$ cat config.mk
export PLATFORM = sky130hd
export DESIGN_NAME = rate_match_fifo
export DESIGN_NICKNAME = d
export VERILOG_FILES = /design/src/rtl/rmf_pkg.sv /design/src/rtl/rmf_classify.sv /design/src/rtl/rmf_ring.sv /design/src/rtl/rmf_sat_cnt.sv /design/src/rtl/rate_match_fifo.sv
export SDC_FILE = /design/constraint.sdc
export NUM_CORES = 1
export LEC_CHECK = 0
export BUFFER_PORTS_ARGS = -buffer_cell sky130_fd_sc_hd__buf_4
export CORE_MARGIN = 2
export CORE_UTILIZATION = 25
export DETAILED_ROUTE_END_ITERATION = 10
export SYNTH_ARGS = -nofsm -noshare
export SYNTH_HDL_FRONTEND = slang
export SYNTH_SLANG_ARGS = --single-unit
$ cat constraint.sdc
create_clock -name clk -period 11.4 [get_ports clk]
set_input_delay 2.28 -clock clk [delete_from_list [all_inputs] [get_ports clk]]
set_output_delay 2.28 -clock clk [all_outputs]
set_load 0.005 [all_outputs]
$ cat src/rtl/rmf_pkg.sv
package rmf_pkg;
    localparam logic [7:0] IDLE_BYTE  = 8'h07;
    localparam logic [7:0] TERM_BYTE  = 8'hFD;
    localparam logic [7:0] START_BYTE = 8'hFB;
    localparam logic [7:0] SEQ_BYTE   = 8'h9C;
    localparam logic [7:0] SIG_BYTE   = 8'h5C;
    localparam int         LANES      = 4;

    typedef struct packed {
        logic [LANES-1:0]   ctrl;
        logic [8*LANES-1:0] data;
    } col_t;

    typedef struct packed {
        logic idle;
        logic seq;
        logic sig;
        logic term;
        logic start;
    } cls_t;

    localparam col_t IDLE_COL = '{ctrl: {LANES{1'b1}}, data: {LANES{IDLE_BYTE}}};
endpackage

$ cat src/rtl/rmf_classify.sv
module rmf_classify
    import rmf_pkg::*;
(
    input  col_t col,
    output cls_t cls
);
    logic [LANES-1:0] lane_term;

    for (genvar g = 0; g < LANES; g++) begin : g_lane
        assign lane_term[g] = col.ctrl[g] && (col.data[8*g +: 8] == TERM_BYTE);
    end

    localparam logic [LANES-1:0] LANE0_ONLY = LANES'(1);

    always_comb begin
        cls.idle  = (&col.ctrl) && (col.data == {LANES{IDLE_BYTE}});
        cls.seq   = (col.ctrl == LANE0_ONLY) && (col.data[7:0] == SEQ_BYTE);
        cls.sig   = (col.ctrl == LANE0_ONLY) && (col.data[7:0] == SIG_BYTE);
        cls.term  = |lane_term;
        cls.start = col.ctrl[0] && (col.data[7:0] == START_BYTE);
    end
endmodule

$ cat src/rtl/rmf_ring.sv
module rmf_ring
    import rmf_pkg::*;
#(
    parameter  int DEPTH = 16,
    localparam int AW    = $clog2(DEPTH),
    localparam int LW    = $clog2(DEPTH + 1)
) (
    input  logic          clk,
    input  logic          rst_n,
    input  logic          push,
    input  logic          pop,
    input  col_t          push_col,
    output col_t          head_col,
    output logic [LW-1:0] level
);
    typedef struct packed {
        logic [AW-1:0] wp;
        logic [AW-1:0] rp;
        logic [LW-1:0] lvl;
    } ring_t;

    ring_t st_q, st_d;
    col_t  mem [DEPTH];

    function automatic logic [AW-1:0] bump(input logic [AW-1:0] p);
        return (p == AW'(DEPTH - 1)) ? '0 : p + AW'(1);
    endfunction

    always_comb begin
        st_d = st_q;
        if (push) st_d.wp = bump(st_q.wp);
        if (pop)  st_d.rp = bump(st_q.rp);
        st_d.lvl = st_q.lvl + LW'(push) - LW'(pop);
    end

    always_ff @(posedge clk) begin
        if (!rst_n) st_q <= '0;
        else        st_q <= st_d;
    end

    always_ff @(posedge clk) begin
        if (push) mem[st_q.wp] <= push_col;
    end

    assign head_col = mem[st_q.rp];
    assign level    = st_q.lvl;
endmodule

$ cat src/rtl/rmf_sat_cnt.sv
module rmf_sat_cnt #(
    parameter int W = 16
) (
    input  logic         clk,
    input  logic         rst_n,
    input  logic         inc,
    output logic [W-1:0] value
);
    logic [W-1:0] cnt_q, cnt_d;

    always_comb begin
        cnt_d = cnt_q;
        if (inc && (cnt_q != {W{1'b1}})) cnt_d = cnt_q + W'(1);
    end

    always_ff @(posedge clk) begin
        if (!rst_n) cnt_q <= '0;
        else        cnt_q <= cnt_d;
    end

    assign value = cnt_q;
endmodule

$ cat src/rtl/rate_match_fifo.sv
module rate_match_fifo
    import rmf_pkg::*;
#(
    parameter  int DEPTH = 16,
    parameter  int CW    = 16,
    localparam int LW    = $clog2(DEPTH + 1)
) (
    input  logic          clk,
    input  logic          rst_n,
    input  logic          wr_valid,
    input  logic [31:0]   wr_data,
    input  logic [3:0]    wr_ctrl,
    input  logic          rd_en,
    input  logic [LW-1:0] hi_mark,
    input  logic [LW-1:0] lo_mark,
    output logic          rd_valid,
    output logic [31:0]   rd_data,
    output logic [3:0]    rd_ctrl,
    output logic [LW-1:0] fill,
    output logic [CW-1:0] ins_count,
    output logic [CW-1:0] del_count,
    output logic [CW-1:0] ovf_count,
    output logic [CW-1:0] udf_count
);
    localparam int NEV = 4;

    typedef struct packed {
        logic prot;       // previous written column carried a terminate
        logic seq_keep;   // previous written column was a kept sequence column
        logic last_os;    // last emitted column was idle or ordered set
        logic in_frame;   // start emitted, terminate not yet emitted
        logic rd_valid;
        col_t rd_col;
    } state_t;

    state_t st_q, st_d;

    col_t          wr_col, head_col, emit_col;
    cls_t          wr_cls, head_cls, emit_cls;
    logic [LW-1:0] level;
    logic          del, push, ovf, ins, pop, udf, full, empty;
    logic          wr_removable;
    logic [NEV-1:0] ev;
    logic [CW-1:0]  cnt_val [NEV];

    assign wr_col = '{ctrl: wr_ctrl, data: wr_data};

    rmf_classify u_wr_cls   (.col(wr_col),   .cls(wr_cls));
    rmf_classify u_head_cls (.col(head_col), .cls(head_cls));

    rmf_ring #(.DEPTH(DEPTH)) u_ring (
        .clk      (clk),
        .rst_n    (rst_n),
        .push     (push),
        .pop      (pop),
        .push_col (wr_col),
        .head_col (head_col),
        .level    (level)
    );

    always_comb begin
        full  = (level == LW'(DEPTH));
        empty = (level == '0);

        // idle columns outside the protected slot, or the second of a sequence pair;
        // signal and start columns are never candidates
        wr_removable = ((wr_cls.idle && !st_q.prot) || (wr_cls.seq && st_q.seq_keep))
                       && !wr_cls.sig && !wr_cls.start;
        del  = wr_valid && (level > hi_mark) && wr_removable;
        push = wr_valid && !del && !full;
        ovf  = wr_valid && !del && full;

        ins  = rd_en && (level < lo_mark) && st_q.last_os && !st_q.in_frame;
        pop  = rd_en && !ins && !empty;
        udf  = rd_en && !ins && empty;

        emit_col = pop ? head_col : IDLE_COL;
        emit_cls = pop ? head_cls : '{idle: 1'b1, default: 1'b0};

        st_d          = st_q;
        st_d.rd_valid = rd_en;
        if (wr_valid) begin
            st_d.prot     = wr_cls.term;
            st_d.seq_keep = wr_cls.seq && !del;
        end
        if (rd_en) begin
            st_d.rd_col  = emit_col;
            st_d.last_os = emit_cls.idle || emit_cls.seq || emit_cls.sig;
            if (emit_cls.term)       st_d.in_frame = 1'b0;
            else if (emit_cls.start) st_d.in_frame = 1'b1;
        end
    end

    always_ff @(posedge clk) begin
        if (!rst_n) begin
            st_q          <= '0;
            st_q.last_os  <= 1'b1;
            st_q.rd_col   <= IDLE_COL;
        end else begin
            st_q <= st_d;
        end
    end

    assign ev = {udf, ovf, del, ins};

    for (genvar g = 0; g < NEV; g++) begin : g_cnt
        rmf_sat_cnt #(.W(CW)) u_cnt (
            .clk   (clk),
            .rst_n (rst_n),
            .inc   (ev[g]),
            .value (cnt_val[g])
        );
    end

    assign ins_count = cnt_val[0];
    assign del_count = cnt_val[1];
    assign ovf_count = cnt_val[2];
    assign udf_count = cnt_val[3];

    assign rd_valid = st_q.rd_valid;
    assign rd_data  = st_q.rd_col.data;
    assign rd_ctrl  = st_q.rd_col.ctrl;
    assign fill     = level;
endmodule

* Word level (Yosys, flattened, before mapping) *
Memories as Yosys holds them, arrays and structs flattened. A register that Yosys moved wholly into a read port is not among the register bits.
Index checks and enable logic that the tools add are counted.

word-level totals
  input bits = 50
  bits in writable memories = 576
  memories = 1
  register bits = 118
  output and inout bits = 106
  word-level logic and storage cells = 114

cells by class
  mux-type cells = 10
  order comparisons = 2
  reduce and logical (&&, ||, !) cells = 54
  add/sub/neg operators = 8
  equal/unequal tests = 25

memory list
  name        depth  width  read ports  clocked after memory_dff  wr ports  line            RTL
  u_ring.mem  16     36     1           1                         1         rmf_ring.sv:23  col_t mem [DEPTH];

operator list
  cell                                                                     count
  8-bit equality test, second input constant                               12
  16-bit by 1-bit adder with 16-bit output, second input constant          4
  32-bit by 27-bit equality test with 1-bit output, second input constant  2
  16-bit inequality test, second input constant                            4
  1-bit logical AND                                                        36
  36-bit 2-to-1 mux                                                        1
  8-bit by 7-bit equality test with 1-bit output, second input constant    2
  4-bit 2-to-1 mux                                                         4
  4-bit by 1-bit adder with 4-bit output, second input constant            2
  4-bit by 1-bit equality test with 1-bit output, second input constant    2
  4-bit equality test, second input constant                               2
  1-bit zero test                                                          8
  4-bit AND reduction                                                      2
  4-bit OR reduction                                                       2
  5-bit by 1-bit adder with 5-bit output                                   1
  5-bit equality test, second input constant                               1
  5-bit greater-than comparator                                            1
  5-bit zero test                                                          1
  5-bit < comparator                                                       1
  5-bit 2-to-1 mux                                                         1
  5-bit by 1-bit subtractor with 5-bit output                              1
  1-bit 2-to-1 mux                                                         4
  1-bit logical OR                                                         3
  2-bit AND reduction                                                      1
  2-bit nonzero test                                                       1

* Logic depth before layout (Yosys ltp) *
  word-level depth = 12
  mapped depth = 17

* By module *
From an unflattened synthesis, not the netlist that was laid out.

unflattened totals
  cell total of the unflattened synthesis = 1626
  area, all modules = 28174.5 µm²

modules (own cells, without submodules)
  module           area each (µm²)  cells each  sequential area each (µm²)  instances
  rmf_ring         22447.8          986         17636.9                     1
  rmf_sat_cnt      837.1            97          320.3                       4
  rate_match_fifo  1925.6           184         820.8                       1
  rmf_classify     226.5            34          0.0                         2

* Worst setup path before layout *
Ideal clock, no wire load.

  path type = input to register
  start = in wr_ctrl[3]
  end = mem u_ring.mem[3][0] (netlist name), enable pin
  data required time = 10.926 ns
  setup slack = 4.556 ns
  arrival = 6.370 ns
  setup time = 0.474 ns
  cell stages on the path = 7
  path through = or4b_1 > nor4_1 > nor3_1 > o211ai_1 > clkbuf_1 > nand4_1 > nor3_1

between the ends
  cells in the longest elaborated chain, start to end = 12

ends and longest elaborated chain
  what                                                                                   line                                                        RTL
  start, declared                                                                        rate_match_fifo.sv:12                                       input logic [3:0] wr_ctrl,
  4-bit by 1-bit equality test with 1-bit output or 4-bit AND reduction (tied branches)  rmf_classify.sv:17, rmf_classify.sv:18, rmf_classify.sv:16
  1-bit logical AND (on tied branches)                                                   rmf_classify.sv:17, rmf_classify.sv:16
  1-bit logical AND                                                                      rate_match_fifo.sv:67                                       wr_removable = ((wr_cls.idle && !st_q.prot) || (wr_cls.seq && st_q.seq_keep))
  1-bit logical OR                                                                       rate_match_fifo.sv:67
  1-bit logical AND * (2 in series)                                                      rate_match_fifo.sv:68                                       && !wr_cls.sig && !wr_cls.start;
  1-bit logical AND *                                                                    rate_match_fifo.sv:69                                       del = wr_valid && (level > hi_mark) && wr_removable;
  1-bit zero test *                                                                      rate_match_fifo.sv:70                                       push = wr_valid && !del && !full;
  1-bit logical AND * (2 in series)                                                      rate_match_fifo.sv:70
  1-bit 2-to-1 mux *                                                                     rmf_ring.sv:42                                              if (push) mem[st_q.wp] <= push_col;
  1-bit 2-to-1 mux (implied by the code) *                                               rmf_ring.sv:42
  end, declared                                                                          rmf_ring.sv:23

Every way passes the cells marked *; elsewhere a longest branch is shown, timed or not.

* Worst setup path in the final report *
  start = in wr_data[15]
  end = reg u_ring.st_q, in the netlist u_ring.level[4]

between the ends
  cells in the longest elaborated chain, start to end = 12

ends and longest elaborated chain
  what                                              line                   RTL
  start, declared                                   rate_match_fifo.sv:11  input logic [31:0] wr_data,
  32-bit by 27-bit equality test with 1-bit output  rmf_classify.sv:16     cls.idle = (&col.ctrl) && (col.data == {LANES{IDLE_BYTE}});
  1-bit logical AND                                 rmf_classify.sv:16
  1-bit logical AND                                 rate_match_fifo.sv:67
  1-bit logical OR                                  rate_match_fifo.sv:67
  1-bit logical AND (2 in series)                   rate_match_fifo.sv:68
  1-bit logical AND                                 rate_match_fifo.sv:69
  1-bit zero test                                   rate_match_fifo.sv:70
  1-bit logical AND (2 in series)                   rate_match_fifo.sv:70
  5-bit by 1-bit adder with 5-bit output            rmf_ring.sv:33         st_d.lvl = st_q.lvl + LW'(push) - LW'(pop);
  5-bit by 1-bit subtractor with 5-bit output       rmf_ring.sv:33
  end signal, assigned                              rmf_ring.sv:38         else st_q <= st_d;
  end, declared                                     rmf_ring.sv:22         ring_t st_q, st_d;

Every way passes these cells.
A chain may end at the register's enable or synchronous reset.

==> impl_metrics.yaml <==
synthesis:
  synth-edff-count: 576
  synth_top_flop_cell: "edfxtp_1"
  ys.warnings.count: 0
  synth-simple-area-share: 0.0697
  synth.net_count: 1728
  muxShareOfSynthArea: 0.127
  postSynthCellCount: 1654
  synth_top_family_by_area: "multiplexers"
  syn_area_per_cell_sq_um: 17.0
  synth-compound-area-share: 0.0502
  synth-async-reset-ratio: 0
  yosysSeqAreaShare: 0.702
  synth_fa_ha_area_frac: 0.0109
  ys_types: 60
  synth_xor_area_frac: 0.00591
  syn_area_sq_um: 28100
  ys_ff_latch: 698
drt:
  post_drt_wl_per_cell_um: 22.1
  dr.first_iter.drc_count: 1601
  finalWirelength_um: 74100
  firstDrtPassIters: 5
  viasPerCell: 4.72
  final_antenna_net_count: 0
  via_count: 15800
  drc: 0
pwr:
  p_leak_nw: 10.5
  pwr-share-comb: 0.156
  irDropWorstVdd_mv: 0.113
  power.share.switching: 0.266
  p_clk_frac: 0.371
  pwr-share-seq: 0.473
  p_switching_mw: 1.66
  intPower_mw: 4.60
  p_per_area_nw_per_um2: 190
  power_mw: 6.26
cells_and_area:
  nets: 1868
  final_cell_mix: "edfxtp_1 (576), buf_4 (181), dfxtp_1 (120), mux4_2 (106), nor2_1 (81)"
  seq_area_sq_um: 19700
  multiInputGateArea_sq_um: 7480
  instances_no_fill: 3354
  final_common_cell: "edfxtp_1"
  layout-drive-gt1-share: 0.227
  area_growth_pct: 17.2
  finalCoreUtilization: 0.294
  fillCellCount: 11100
setup_path:
  cp_slowest_stage_delay_ns: 0.76
  r2r_slack_ns: 6.31
  cp.required_ns: 11.95
  crit_path_end_kind: "flip-flop"
  worstSetupPathType: "primary input to flip-flop"
  cp.arrival_ns: 6.08
  critPathSlowestCell: "nor4_1"
  worstSetupStartpointType: "primary input"
  crit_fanout: 19
  worstPathCellList: "buf_4 > nor4_1 > nand4_1 > nor4_1 > o211ai_1 > buf_4 > and3_1 > ha_1 > inv_1 > fa_1 > inv_1 > a21oi_1 > nor2_1 > or3_1 > a21oi_1"
clocking:
  cts-resized-gates: 0
  clkSinkCount: 698
  holdBufCountCts: 0
  htree_levels: 3
  cts_tree: "built"
  clock_latency_ns: 0.65
  cts_made_buffers: 75
  clockBufferDepth: 3
  root_buffer: "clkbuf_16"
  clkSlewWorstSetupHoldPaths_ns: 0.07
  cts_setup_buffers: 0
run_status:
  outcome: "finished clean"
sta:
  fin_setup_tns_ns: 0
  slew_violations: 0
  clock_skew_ns: 0.0566
  maxSlewHeadroom: 0.165
  rsz0062_at_grt: "no"
  fin_crit_sh: 0.485
  worst_pin_slew_ns: 1.25
  hold_viol_final: 0
  finalSetupViolCount: 0
  maxClockFrequency_mhz: 181
  fin_crit_ns: 5.53
floorplan:
  pin_count: 156
  die_y_um: 339
  dieArea_sq_um: 115000
  rows: 123
  die_w_um: 339
  design.core.area_sq_um: 112000
  start_util: 0.251
global_route:
  antenna_found_initial: 5
  grt_max_degree: 91
  grtUsageTotal: 0.126
  grt_first_pass_wirelength_um: 109000
  overflow: 0
  grt_pass1_vias: 15800
worst_hold_path:
  hold_class: "flip-flop to flip-flop"
run:
  drv_cap: 0
place:
  place_inst: 3217
  gp_congestion: 0.758
  hpwl_um: 45300
  port_buffers: 155
==> cell type report <==
| class | instances | share of cell area |
|---|---|---|
| clock inverters | 40 | 0.0108 |
| well taps | 1500 | 0.0569 |
| clock buffers | 95 | 0.0608 |
| multi-input cells | 796 | 0.227 |
| inverters | 42 | 0.00482 |
| repair buffers | 181 | 0.0412 |
| flip-flops and latches | 698 | 0.599 |
| diodes | 2 | 0.000152 |
==> metal layers <==
metal	wire [um]	part of all wire	vias up	track usage
li1	-	-	6923	-
met1	33000	0.44	8204	0.176
met2	33300	0.45	589	0.191
met3	6220	0.084	104	0.0361
met4	1620	0.022	8	0.0347
met5	52	0.00070	-	0
==> final timing paths <==
kind / start / endpoint / cells past startpoint
worst max-delay path: wr_data[15] / u_ring.level[4]$_SDFF_PN0_ / 15
worst min-delay path: st_q[39]$_SDFFE_PN0P_ / st_q[39]$_SDFFE_PN0P_ / 2
worst max register to register: flip-flop / st_q[38]$_SDFFE_PN1P_ / 7
worst min register to register: st_q[39]$_SDFFE_PN0P_ / st_q[39]$_SDFFE_PN0P_ / 2
==> sequential cells by signal, summed over array words and instances (netlist names), named ones only <==
name,flops
g_cnt.u_cnt.value,64
rd_ctrl,4
rd_data,32
rd_valid,1
st_q,4
u_ring.level,5
u_ring.mem,576
u_ring.st_q,8
==> kinds of logic after synthesis <==
kind of cell | after synthesis
buffers and inverters | 160
and+or+nand+nor | 372
AOI/OAI and AO/OA | 221
muxes | 160
adders and majority gates | 24
DFF | 698
xor gates and xnor gates | 19
==> critical path: cells and delay by family <==
family,cells,cell delay (ns)
fa+ha+maj,2,0.53
simple gates,6,2.27
buf+inv,4,0.55
compound gates,3,0.43
==> metrics by stage <==
step	setup slack (ns)	hold slack, ns	area (sq um)
floorplan	4.56	0.442	28100
global placement	5.25	0.449	30600
detailed placement	5.23	0.460	30600
CTS	5.91	0.469	33000
global route	5.62	0.523	33000
finish	5.87	0.467	33000
==> synthesized netlist by cell type (all sizes together), types with 24 or more instances <==
master | instances | share of area
buf | 78 | 0.022
or3 | 26 | 0.0058
dfxtp | 122 | 0.087
nand3 | 34 | 0.0060
nand2 | 78 | 0.010
mux4 | 146 | 0.12
nor2 | 83 | 0.011
o21ai | 45 | 0.0080
edfxtp | 576 | 0.61
and3 | 24 | 0.0053
a21oi | 57 | 0.010
clkbuf | 40 | 0.0069
nor4 | 24 | 0.0053
a22oi | 80 | 0.021
inv | 41 | 0.0055
==> power by group through the flow <==
stage	clock network [mW]	registers, mW	logic (mW)
2_1_floorplan	0	2.94	0.745
3_3_place_gp	0	3.01	0.974
3_5_place_dp	0	3.01	0.989
4_1_cts	2.38	2.96	0.992
5_1_grt	2.48	2.97	1.06
6_report	2.32	2.96	0.975
Power figures use the tool's default switching activity.
